### config.mk
export PLATFORM = sky130hd
export DESIGN_NAME = epp_bridge
export DESIGN_NICKNAME = d
export VERILOG_FILES = /design/src/rtl/epp_pkg.sv /design/src/rtl/epp_cycle_fsm.sv /design/src/rtl/epp_host_regs.sv /design/src/rtl/epp_bridge.sv
export SDC_FILE = /design/constraint.sdc
export NUM_CORES = 1
export LEC_CHECK = 0
export ABC_CLOCK_PERIOD_IN_PS = 2470
export BUFFER_PORTS_ARGS = -buffer_cell sky130_fd_sc_hd__clkbuf_2
export CORE_UTILIZATION = 45
export DETAILED_ROUTE_END_ITERATION = 7
export PLACE_DENSITY = 0.75
export SLEW_MARGIN = 20
export SYNTH_ARGS = -nofsm -noshare
export SYNTH_HDL_FRONTEND = slang
export SYNTH_SLANG_ARGS = --single-unit
### constraint.sdc
create_clock -name clk -period 2.47 [get_ports clk]
set_clock_uncertainty 0.2 [all_clocks]
set_input_delay 0.741 -clock clk [delete_from_list [all_inputs] [get_ports clk]]
set_output_delay 0.741 -clock clk [all_outputs]
set_load 0.01 [all_outputs]
### src/rtl/epp_pkg.sv
package epp_pkg;

    typedef enum logic [1:0] {
        ST_IDLE = 2'd0,
        ST_ACT  = 2'd1,
        ST_DONE = 2'd2
    } cyc_state_e;

    typedef enum logic {
        STB_DATA = 1'b0,
        STB_ADDR = 1'b1
    } stb_kind_e;

    localparam logic [2:0] OFS_LATCH = 3'd0;
    localparam logic [2:0] OFS_STAT  = 3'd1;
    localparam logic [2:0] OFS_CTRL  = 3'd2;
    localparam logic [2:0] OFS_ADDR  = 3'd3;
    localparam logic [2:0] OFS_DATA  = 3'd4;

    typedef struct packed {
        logic      active;
        logic      is_read;
        stb_kind_e kind;
    } cyc_info_t;

    typedef struct packed {
        logic prst;
        logic dir;
    } ctrl_t;

    function automatic logic is_epp_ofs(input logic [2:0] ofs);
        return (ofs == OFS_ADDR) || (ofs == OFS_DATA);
    endfunction

    function automatic logic [7:0] pack_status(input logic tmo,
                                               input logic wait_act,
                                               input logic irq);
        return {5'b0, irq, wait_act, tmo};
    endfunction

endpackage

### src/rtl/epp_cycle_fsm.sv
module epp_cycle_fsm
    import epp_pkg::*;
#(
    parameter int TMO_CYCLES = 256
) (
    input  logic       clk,
    input  logic       rst,
    input  logic [2:0] host_addr,
    input  logic       host_rd_n,
    input  logic       host_wr_n,
    input  logic       pwait_n,
    output cyc_info_t  info,
    output logic       host_rdy,
    output logic       capture,
    output logic       tmo_hit,
    output logic       wr_done
);
    localparam int CW = $clog2(TMO_CYCLES + 1);
    localparam logic [CW-1:0] CNT_LAST = CW'(TMO_CYCLES - 1);

    cyc_state_e state;
    logic       is_read;
    stb_kind_e  kind;
    logic [CW-1:0] cnt;
    logic       released;

    assign released = is_read ? host_rd_n : host_wr_n;

    always_ff @(posedge clk) begin
        if (rst) begin
            state   <= ST_IDLE;
            is_read <= 1'b0;
            kind    <= STB_DATA;
            cnt     <= '0;
        end else begin
            unique case (state)
                ST_IDLE: begin
                    cnt <= '0;
                    if (is_epp_ofs(host_addr) && (!host_rd_n || !host_wr_n)) begin
                        state   <= ST_ACT;
                        is_read <= !host_rd_n;
                        kind    <= (host_addr == OFS_ADDR) ? STB_ADDR : STB_DATA;
                    end
                end
                ST_ACT: begin
                    if (released)            state <= ST_IDLE;
                    else if (pwait_n)        state <= ST_DONE;
                    else if (cnt == CNT_LAST) state <= ST_DONE;
                    else                     cnt <= cnt + 1'b1;
                end
                ST_DONE: begin
                    if (released) state <= ST_IDLE;
                end
                default: state <= ST_IDLE;
            endcase
        end
    end

    always_comb begin
        info.active  = (state != ST_IDLE);
        info.is_read = is_read;
        info.kind    = kind;
        host_rdy     = !((state == ST_ACT) && !pwait_n);
        capture      = (state == ST_ACT) && !released && pwait_n && is_read;
        tmo_hit      = (state == ST_ACT) && !released && !pwait_n && (cnt == CNT_LAST);
        wr_done      = (state != ST_IDLE) && !is_read && host_wr_n;
    end

endmodule

### src/rtl/epp_host_regs.sv
module epp_host_regs
    import epp_pkg::*;
(
    input  logic       clk,
    input  logic       rst,
    input  logic [2:0] host_addr,
    input  logic [7:0] host_wdata,
    input  logic       host_wr_n,
    input  cyc_info_t  info,
    input  logic       capture,
    input  logic       tmo_hit,
    input  logic       wr_done,
    input  logic [7:0] pd_in,
    input  logic       pwait_n,
    input  logic       pint_in,
    output ctrl_t      ctrl,
    output logic [7:0] out_latch,
    output logic [7:0] wr_hold,
    output logic [7:0] host_rdata
);
    logic       wr_n_q;
    logic       reg_wr;
    logic       tmo_flag;
    logic [7:0] rd_latch;

    assign reg_wr = !wr_n_q && host_wr_n && !is_epp_ofs(host_addr);

    always_ff @(posedge clk) begin
        if (rst) begin
            wr_n_q    <= 1'b1;
            wr_hold   <= '0;
            out_latch <= '0;
            rd_latch  <= '0;
            tmo_flag  <= 1'b0;
            ctrl      <= '0;
        end else begin
            wr_n_q <= host_wr_n;
            if (!host_wr_n) wr_hold <= host_wdata;

            if (wr_done || (reg_wr && host_addr == OFS_LATCH))
                out_latch <= wr_hold;

            if (capture)                       rd_latch <= pd_in;
            else if (tmo_hit && info.is_read)  rd_latch <= 8'hFF;

            if (tmo_hit)
                tmo_flag <= 1'b1;
            else if (reg_wr && host_addr == OFS_STAT && wr_hold[0])
                tmo_flag <= 1'b0;

            if (reg_wr && host_addr == OFS_CTRL)
                ctrl <= ctrl_t'(wr_hold[1:0]);
        end
    end

    always_comb begin
        unique case (host_addr)
            OFS_LATCH: host_rdata = out_latch;
            OFS_STAT:  host_rdata = pack_status(tmo_flag, !pwait_n, pint_in);
            OFS_CTRL:  host_rdata = {6'b0, ctrl};
            OFS_ADDR,
            OFS_DATA:  host_rdata = rd_latch;
            default:   host_rdata = 8'h00;
        endcase
    end

endmodule

### src/rtl/epp_bridge.sv
module epp_bridge
    import epp_pkg::*;
#(
    parameter int TMO_CYCLES = 256
) (
    input  logic       clk,
    input  logic       rst,
    input  logic [2:0] host_addr,
    input  logic [7:0] host_wdata,
    input  logic       host_rd_n,
    input  logic       host_wr_n,
    output logic [7:0] host_rdata,
    output logic       host_rdy,
    input  logic [7:0] pd_in,
    output logic [7:0] pd_out,
    output logic       pd_oe,
    output logic       pdata_stb_n,
    output logic       paddr_stb_n,
    output logic       pwrite_n,
    output logic       pdir,
    input  logic       pwait_n,
    input  logic       pint_in,
    output logic       pint_out,
    output logic       preset_n
);
    cyc_info_t  info;
    ctrl_t      ctrl;
    logic       capture;
    logic       tmo_hit;
    logic       wr_done;
    logic [7:0] out_latch;
    logic [7:0] wr_hold;
    logic       in_write;
    logic       in_read;

    epp_cycle_fsm #(.TMO_CYCLES(TMO_CYCLES)) u_fsm (
        .clk       (clk),
        .rst       (rst),
        .host_addr (host_addr),
        .host_rd_n (host_rd_n),
        .host_wr_n (host_wr_n),
        .pwait_n   (pwait_n),
        .info      (info),
        .host_rdy  (host_rdy),
        .capture   (capture),
        .tmo_hit   (tmo_hit),
        .wr_done   (wr_done)
    );

    epp_host_regs u_regs (
        .clk        (clk),
        .rst        (rst),
        .host_addr  (host_addr),
        .host_wdata (host_wdata),
        .host_wr_n  (host_wr_n),
        .info       (info),
        .capture    (capture),
        .tmo_hit    (tmo_hit),
        .wr_done    (wr_done),
        .pd_in      (pd_in),
        .pwait_n    (pwait_n),
        .pint_in    (pint_in),
        .ctrl       (ctrl),
        .out_latch  (out_latch),
        .wr_hold    (wr_hold),
        .host_rdata (host_rdata)
    );

    always_comb begin
        in_write    = info.active && !info.is_read;
        in_read     = info.active && info.is_read;
        pdata_stb_n = !(info.active && info.kind == STB_DATA);
        paddr_stb_n = !(info.active && info.kind == STB_ADDR);
        pwrite_n    = !in_write;
        pdir        = in_read || (ctrl.dir && !in_write);
        pd_oe       = !pdir;
        pd_out      = in_write ? wr_hold : out_latch;
        preset_n    = !ctrl.prst;
        pint_out    = pint_in;
    end

endmodule

# ---- Yosys cells after proc, flatten, opt, wreduce, memory -nomap -nowiden
# Index checks and enable logic that the tools add are counted.
# W data, S select, Z words.
dict set report totals {
  inputBits 25
  word_cells 91
  regBits 41
  out_inout_bits 24
}
dict set report op_classes {
  mux 18
  eq_ne 13
  n_reduce_logical 47
  bitwise_logic 1
  addsub 1
}
# op n
set op_table {}
lappend op_table {{$pmux W8 S4} 1}
lappend op_table {{$mux W9} 3}
lappend op_table {{$mux W8} 3}
lappend op_table {{$logic_and A1 B1 Y1} 20}
lappend op_table {{$pmux W9 S2} 1}
lappend op_table {{$logic_not A1 Y1} 13}
lappend op_table {{$mux W2} 5}
lappend op_table {{$add A9 B1 Y9 const B} 1}
lappend op_table {{$eq A9 B8 Y1 const B} 1}
lappend op_table {{$reduce_bool A2 Y1} 4}
lappend op_table {{$eq A3 B2 Y1 const B} 2}
lappend op_table {{$ne A2 B2 Y1 const B} 3}
lappend op_table {{$pmux W2 S3} 1}
lappend op_table {{$logic_or A1 B1 Y1} 4}
lappend op_table {{$mux W1} 4}
lappend op_table {{$ne A2 B1 Y1 const B} 2}
lappend op_table {{$ne A4 B2 Y1 const B} 1}
lappend op_table {{$reduce_and A4 Y1} 1}
lappend op_table {{$eq A3 B1 Y1 const B} 1}
lappend op_table {{$eq A3 B3 Y1 const B} 1}
lappend op_table {{$logic_not A3 Y1} 1}
lappend op_table {{$reduce_and A3 Y1} 1}
lappend op_table {{$eq A2 B1 Y1 const B} 1}
lappend op_table {{$eq A2 B2 Y1 const B} 1}
lappend op_table {{other kinds (4)} 4}

# ---- Logic depth before layout (Yosys ltp)
# Gate-level depths: netlist of run 1.
dict set report depth {
  depth_word 8
  depth_mapped 8
  ltp_nobuf 7
}

# ---- By module
# From an unflattened synthesis of run 1, not the netlist that was laid out.
dict set report hier_totals {
  hier_cells 266
  area_unflattened_um2 2469.9
}
# module area_each_um2 n_inst cells_per_inst seq_area_each_um2
set modules_own_cells {}
lappend modules_own_cells {epp_host_regs 1525.2 1 159 560.5}
lappend modules_own_cells {epp_cycle_fsm 770.7 1 91 260.2}
lappend modules_own_cells {epp_bridge 173.9 1 16 0.0}

# ---- Worst setup path after synthesis of run 1
# Ideal clock, no wire load.
dict set report synth_timing {
  kind {in2out}
  start {input host_addr[0]}
  end {output host_rdata[3]}
  t_required_ps 1529
  path_slack_ps -262
  arrival_time_ps 1791
  path_buffers 2
  cell_stages 5
  cell_sequence {clkbuf_1 nor3b_1 or2_1 clkbuf_1 a22o_1}
}
dict set report synth_via {
  elab_chain_cells 3
  elab_cells_between_ends 7
}
# element line
set synth_rtl {}
lappend synth_rtl {{start: declaration} epp_bridge.sv:8} ;# input logic [2:0] host_addr,
lappend synth_rtl {{$eq A3 B2 Y1 / $eq A3 B3 Y1 (equally long branches)} epp_host_regs.sv:57} ;# unique case (host_addr)
lappend synth_rtl {{$reduce_or A2 Y1} epp_host_regs.sv:57}
lappend synth_rtl {{$pmux W8 S4 *} epp_host_regs.sv:57}
lappend synth_rtl {{end: declaration} epp_bridge.sv:12} ;# output logic [7:0] host_rdata,
# Mark *: on every way between the ends. The rest lies on a longest branch, timed or not.

# ---- Final worst setup path of run 1
dict set report layout_timing {
  start {input host_addr[1]}
  end {output host_rdata[5]}
}
# Same word-level chain as after synthesis.

==> results of run 1 <==
==> area by class of cell <==
| cell class | count | area share, % |
|---|---|---|
| multi-input cells | 162 | 46.1 |
| flip-flops and latches | 41 | 30.2 |
| repair buffers | 71 | 17.0 |
| clock buffers | 6 | 3.03 |
| well taps | 52 | 2.39 |
| inverters | 6 | 0.827 |
| clock inverters | 2 | 0.506 |
==> cell families (layout without fill, tap and decap cells) <==
logic type,Yosys count,in the layout
buffers and inverters,23,85
muxes,34,34
adders and majority gates,2,2
AOI/OAI and AO/OA,49,49
DFF,41,41
and+or+nand+nor,77,77
==> state kept, by name (all words and copies together), names as in the netlist <==
register and cells:
u_regs.tmo_flag 1, u_fsm.state 2, u_regs.out_latch 8, u_fsm.kind 1
u_regs.wr_hold 8, u_regs.ctrl 2, u_fsm.is_read 1, u_fsm.cnt 9
u_regs.wr_n_q 1, u_regs.rd_latch 8
==> final timing paths <==
kind,start,to,slack (ps),depth (start not counted)
max,host_addr[1],host_rdata[5],-120,5
min,u_regs.wr_hold[7],u_regs.out_latch[7],280,2
max reg2reg,u_fsm.cnt[0],u_fsm.cnt[6],160,7
min reg2reg,u_regs.wr_hold[7],u_regs.out_latch[7],280,2
==> layer usage <==
layer | up-vias | share of wire [%]
met4 | 0 | 1.2
li1 | 950 | -
met2 | 44 | 47
met5 | - | 0
met1 | 899 | 47
met3 | 7 | 5.3
==> cell usage after synthesis, types with 2 or more instances <==
| cell type | n |
|---|---|
| nand4b_1 | 3 |
| nand3_1 | 4 |
| mux2i_1 | 22 |
| o31ai_1 | 5 |
| mux2_1 | 10 |
| clkbuf_1 | 11 |
| a21oi_1 | 9 |
| inv_1 | 5 |
| a31oi_1 | 2 |
| nor4bb_1 | 2 |
| or3_1 | 5 |
| a22o_1 | 5 |
| nand3b_1 | 3 |
| nor4_1 | 2 |
| o2bb2ai_1 | 2 |
| o21ai_0 | 2 |
| nor2b_1 | 4 |
| a211oi_1 | 2 |
| o221a_1 | 8 |
| o21ai_1 | 5 |
| mux2_2 | 2 |
| or4_1 | 3 |
| nand2_1 | 23 |
| nor2_1 | 14 |
| ha_1 | 2 |
| dfxtp_1 | 41 |
| nand2b_1 | 6 |
| buf_2 | 5 |
==> power breakdown <==
group	internal (uW)	switching (uW)
Combinational	94.6	95.2
Clock	227	242
Sequential	674	12.5
==> placed cells by master, fill, tap and decap left out, types with 5 or more instances in the layout <==
| master | n |
|---|---|
| clkbuf_2 | 41 |
| dfxtp_1 | 40 |
| nand2_1 | 23 |
| mux2i_1 | 22 |
| buf_4 | 19 |
| nor2_1 | 12 |
| mux2_1 | 9 |
| a21oi_1 | 9 |
| o221a_1 | 8 |
| clkbuf_8 | 6 |
| a22o_1 | 5 |
| inv_1 | 5 |
| nand2b_1 | 5 |
| o21ai_1 | 5 |
| o31ai_1 | 5 |
==> per-stage QoR <==
stage               std cells  hold slack [ps]  util [%]
global route              340              305      61.7
CTS                       338              278      60.1
floorplan                 226              238         -
global placement          328              257      56.3
detailed placement        328              262      56.3
finish                    340              279      61.7
==> worst reg2reg max path, stage by stage (launching register included) <==
cell and delay, ps:
dfxtp_1 360, ha_1 220, nand3_1 80, nor2_1 50
ha_1 230, or4b_4 530, or4_1 430, a21oi_1 150
==> what timing repair did <==
action,4_1_cts,5_1_grt
setup endpoints to repair,9,19
pin swaps,9,5
hold buffers,0,0
gates cloned,0,1
resized for setup,10,20
buffers inserted,2,1
==> flow_summary.json, run 1 <==
{
  "seqCellArea_um2": 822,
  "synth_top_family_by_area": "simple AND/OR/NAND/NOR gates",
  "cp.required_ps": 1530,
  "root_buffer": "clkbuf_8",
  "dr.pass1.iters": 4,
  "nFillCells": 366,
  "rsz0062_at_grt": "yes",
  "ctsLongestPathBuffers": 2,
  "chipHeight_um": 70.4,
  "clk_latency_ps": 300,
  "synthAdderAreaFrac_pct": 1.19,
  "final_max_slew_viol_count": 0,
  "place_hpwl_um": 3550,
  "path_delay_family": "simple AND/OR/NAND/NOR gates",
  "synthArstFlopShare_pct": 0,
  "rows": 24,
  "drc": 0,
  "worst_slew_pin_slew_ps": 665,
  "fin_crit_sh_pct": 105,
  "cpPeakStageDelay_ps": 270,
  "violations": "setup timing",
  "syn_avg_cell_area_um2": 9.33,
  "dpl_worst_slack_ps": -187,
  "end_kind": "primary output",
  "area_delta_synth_final_pct": 29.1,
  "ys_seq_area_share_pct": 38.9,
  "avgViaCountPerCell": 5.59,
  "synthesis.nets": 253,
  "p_per_area_nw_per_um2": 494,
  "slew_headroom_pct": 55.2,
  "dominantRegCellSynth": "dfxtp_1",
  "yosysTopAreaCellShare_pct": 38.9,
  "critPathKind": "primary input to primary output",
  "synth_top_area_cell": "dfxtp_1",
  "setup_violations": 8,
  "ys_types": 47,
  "die_area_um2": 4960,
  "synth_cells": 226,
  "layout_min_cycle_time_ps": 2590,
  "placed_cell_area_um2": 2490,
  "grt_pass1_vias": 1833,
  "cp_num_buf_inv": 2,
  "cts_tree": "built",
  "synthTopCellsByArea": "dfxtp_1, mux2i_1, mux2_1, o221a_1, nand2_1",
  "ys_seq_elements": 41,
  "max_freq_mhz": 387,
  "met1_usage_pct": 26.6,
  "synthesis.area_um2": 2110,
  "start_util_pct": 47.8,
  "wl_per_cell_um": 14.6,
  "hold_viol_final": 0,
  "path_cells": "buf_8, and3b_1, or2_4, a22o_1, buf_2",
  "multi_input_area_um2": 1250,
  "p_leak_uw": 0.00117,
  "path_clk_slew_ps": 80,
  "met3_usage_pct": 5.19,
  "layout-drive-gt1-share_pct": 33.3,
  "diodes": 0,
  "yosys.area_share.simple_pct": 19.9,
  "die_w_um": 70.4,
  "core_um2": 4410,
  "track_usage_pct": 21.3,
  "drt_wl_total_um": 4950,
  "antenna_found_initial": 0,
  "nNetsFinal": 314,
  "synth_edf_count": 0,
  "htreeDepth": 2,
  "cp_max_fo": 8,
  "drt-initial-drc-count": 114,
  "synth_compound_area_share_pct": 18.5,
  "clkSinkCount": 41,
  "busiest_layer": "met2",
  "ant_nets": 0,
  "cp_slowest_cell": "or2_4",
  "grt_remaining_overflow": 0,
  "setup_ws_ps": -115,
  "num_vias": 1900,
  "critical_path.startpoint_type": "primary input",
  "met2_usage_pct": 35.8,
  "synth_xor_area_share_pct": 0,
  "cp_data_arrival_time_ps": 1640,
  "yosys_warnings": 0,
  "place.gp.congestion": 0.806,
  "cts_buffers": 5,
  "total_power_uw": 1350,
  "port_buffers": 48,
  "drv_cap": 0,
  "grt_pass1_wl_um": 8470,
  "grt_max_degree": 27,
  "status": "complete, but fails checks",
  "ir_drop_uv": 394,
  "final_area_um2": 2720,
  "setup_tns_ps": -631,
  "synth_mux_area_share_pct": 16.9,
  "io_pins": 49,
  "min_path_type": "flop to flop"
}
(Power assumes the default switching activity.)
==> run 2: changes to the inputs <==
--- a/config.mk
+++ b/config.mk
@@ -7,10 +7,10 @@
 export LEC_CHECK = 0
 export ABC_CLOCK_PERIOD_IN_PS = 2470
 export BUFFER_PORTS_ARGS = -buffer_cell sky130_fd_sc_hd__clkbuf_2
+export CORE_ASPECT_RATIO = 1.5
 export CORE_UTILIZATION = 45
 export DETAILED_ROUTE_END_ITERATION = 7
 export PLACE_DENSITY = 0.75
-export SLEW_MARGIN = 20
 export SYNTH_ARGS = -nofsm -noshare
 export SYNTH_HDL_FRONTEND = slang
 export SYNTH_SLANG_ARGS = --single-unit
==> run 2 against run 1 <==
  * The run ends with DRC, setup timing left
  * First-iteration DRC count down 43%
  * Global-route usage decreased by 0.097 points
  * Total power shrank 1.6%
  * Wire length rose by 2.3%
  * Final cell count decreased by 1.2%
==> flow_summary.json, run 2 (synthesis results as in run 1) <==
{
  "die_area_um2": 4970,
  "rows": 30,
  "cts_tree": "built",
  "layout_min_cycle_time_ps": 2590,
  "die_w_um": 57.9,
  "clk_latency_ps": 290,
  "power_frac_clock_pct": 33.8,
  "dr.pass1.iters": 7,
  "wl_met2_um": 2670,
  "cp.required_ps": 1530,
  "cts_buffers": 5,
  "regMostFlops": "u_fsm.cnt",
  "wl_per_cell_um": 15.1,
  "status": "complete, but fails checks",
  "p_leak_uw": 0.00117,
  "ir_drop_uv": 354,
  "final_util_pct": 59.9,
  "num_vias": 1922,
  "clkSinkCount": 41,
  "routedLengthMet1_um": 2090,
  "ant_nets": 0,
  "worst_slew_pin_slew_ps": 692,
  "area_delta_synth_final_pct": 28.0,
  "grt_max_degree": 19,
  "max_freq_mhz": 386,
  "drt-initial-drc-count": 65,
  "drc": 2,
  "ctsHoldBuffers": 0,
  "largest_register_ffs": 9,
  "slew_headroom_pct": 53.3,
  "ctsLongestPathBuffers": 2,
  "cp_max_fo": 8,
  "critPathKind": "primary input to primary output",
  "internal_power_uw": 988,
  "power.share.sequential_pct": 51.8,
  "final_max_slew_viol_count": 0,
  "fin_crit_sh_pct": 105,
  "antenna_found_initial": 0,
  "place.gp.congestion": 0.766,
  "min_path_type": "flop to flop",
  "start_util_pct": 46.8,
  "chipHeight_um": 85.8,
  "root_buffer": "clkbuf_8",
  "critical_path.startpoint_type": "primary input",
  "layout_common_cells": "clkbuf_2, dfxtp_1, nand2_1",
  "holdPathStages": 2,
  "dpl_worst_slack_ps": -182,
  "core_um2": 4500,
  "highest-signal-layer": "met4",
  "grt_pass1_vias": 1799,
  "port_buffers": 48,
  "setup_tns_ps": -792,
  "io_pins": 49,
  "pwr-share-comb_pct": 14.4,
  "cp_data_arrival_time_ps": 1650,
  "avgViaCountPerCell": 5.72,
  "layout-drive-gt1-share_pct": 32.6,
  "setup_ws_ps": -123,
  "path_clk_slew_ps": 70,
  "diodes": 0,
  "htreeDepth": 2,
  "p_sw_uw": 336,
  "whs_ps": 266,
  "place_hpwl_um": 3730,
  "setup_violations": 8,
  "end_kind": "primary output",
  "met3_length_um": 220,
  "drv_cap": 0,
  "p_per_area_nw_per_um2": 491,
  "rsz0062_at_grt": "yes",
  "violations": "DRC, setup timing",
  "hold_viol_final": 0,
  "grt_remaining_overflow": 0,
  "ff2ff_path_depth": 7,
  "drt_wl_total_um": 5060,
  "netSwitchingFraction_pct": 25.4,
  "track_usage_pct": 21.2,
  "nNetsFinal": 315,
  "grt_pass1_wl_um": 8130
}
[run 2: metal layers]
metal / up-vias / GRT usage [%]
met3: 6 / 4.37
met2: 54 / 37.7
met1: 907 / 24.6
met4: 0 / 7.58
met5: - / 0
li1: 955 / -
[run 2: layout make-up]
type,count,area (um2)
Fill cell,384,1810
Multi-Input combinational cell,162,1240
Sequential cell,41,821
Timing Repair Buffer,72,468
Clock buffer,6,82.6
Tap cell,48,60.1
Inverter,6,22.5
Clock inverter,1,7.51
[run 2: power groups by stage]
| stage | Combinational, uW | Clock [uW] | Sequential (uW) |
|---|---|---|---|
| 6_report | 190 | 448 | 686 |
| 5_1_grt | 206 | 481 | 687 |
| 4_1_cts | 181 | 458 | 685 |
| 3_5_place_dp | 172 | 0 | 701 |
| 3_3_place_gp | 170 | 0 | 700 |
| 2_1_floorplan | 110 | 0 | 697 |
[run 2: metrics by stage]
stage,area (um2),cells,power (uW)
after global placement,2510,326,870
after global routing,2700,336,1370
after detailed placement,2510,326,873
final,2700,336,1320
after CTS,2650,335,1320
after floorplan,2150,226,807
[run 2: worst paths after layout]
kind                          end  slack, ps             from
setup / recovery    host_rdata[7]       -120     host_addr[0]
setup reg to reg     u_fsm.cnt[3]        130     u_fsm.cnt[1]
hold reg to reg   u_regs.tmo_flag        270  u_regs.tmo_flag
hold / removal    u_regs.tmo_flag        270  u_regs.tmo_flag
[run 2: what timing repair did]
item                       4_1_cts  5_1_grt
resized for setup                8       16
pin swaps                        7        5
buffers inserted                 2        1
setup endpoints to repair       16       10
[run 2: worst max-delay path: stages]
cell and delay (ps):
clkbuf_2 110, and3b_1 180, or2_4 270, a22o_1 210, clkbuf_2 130
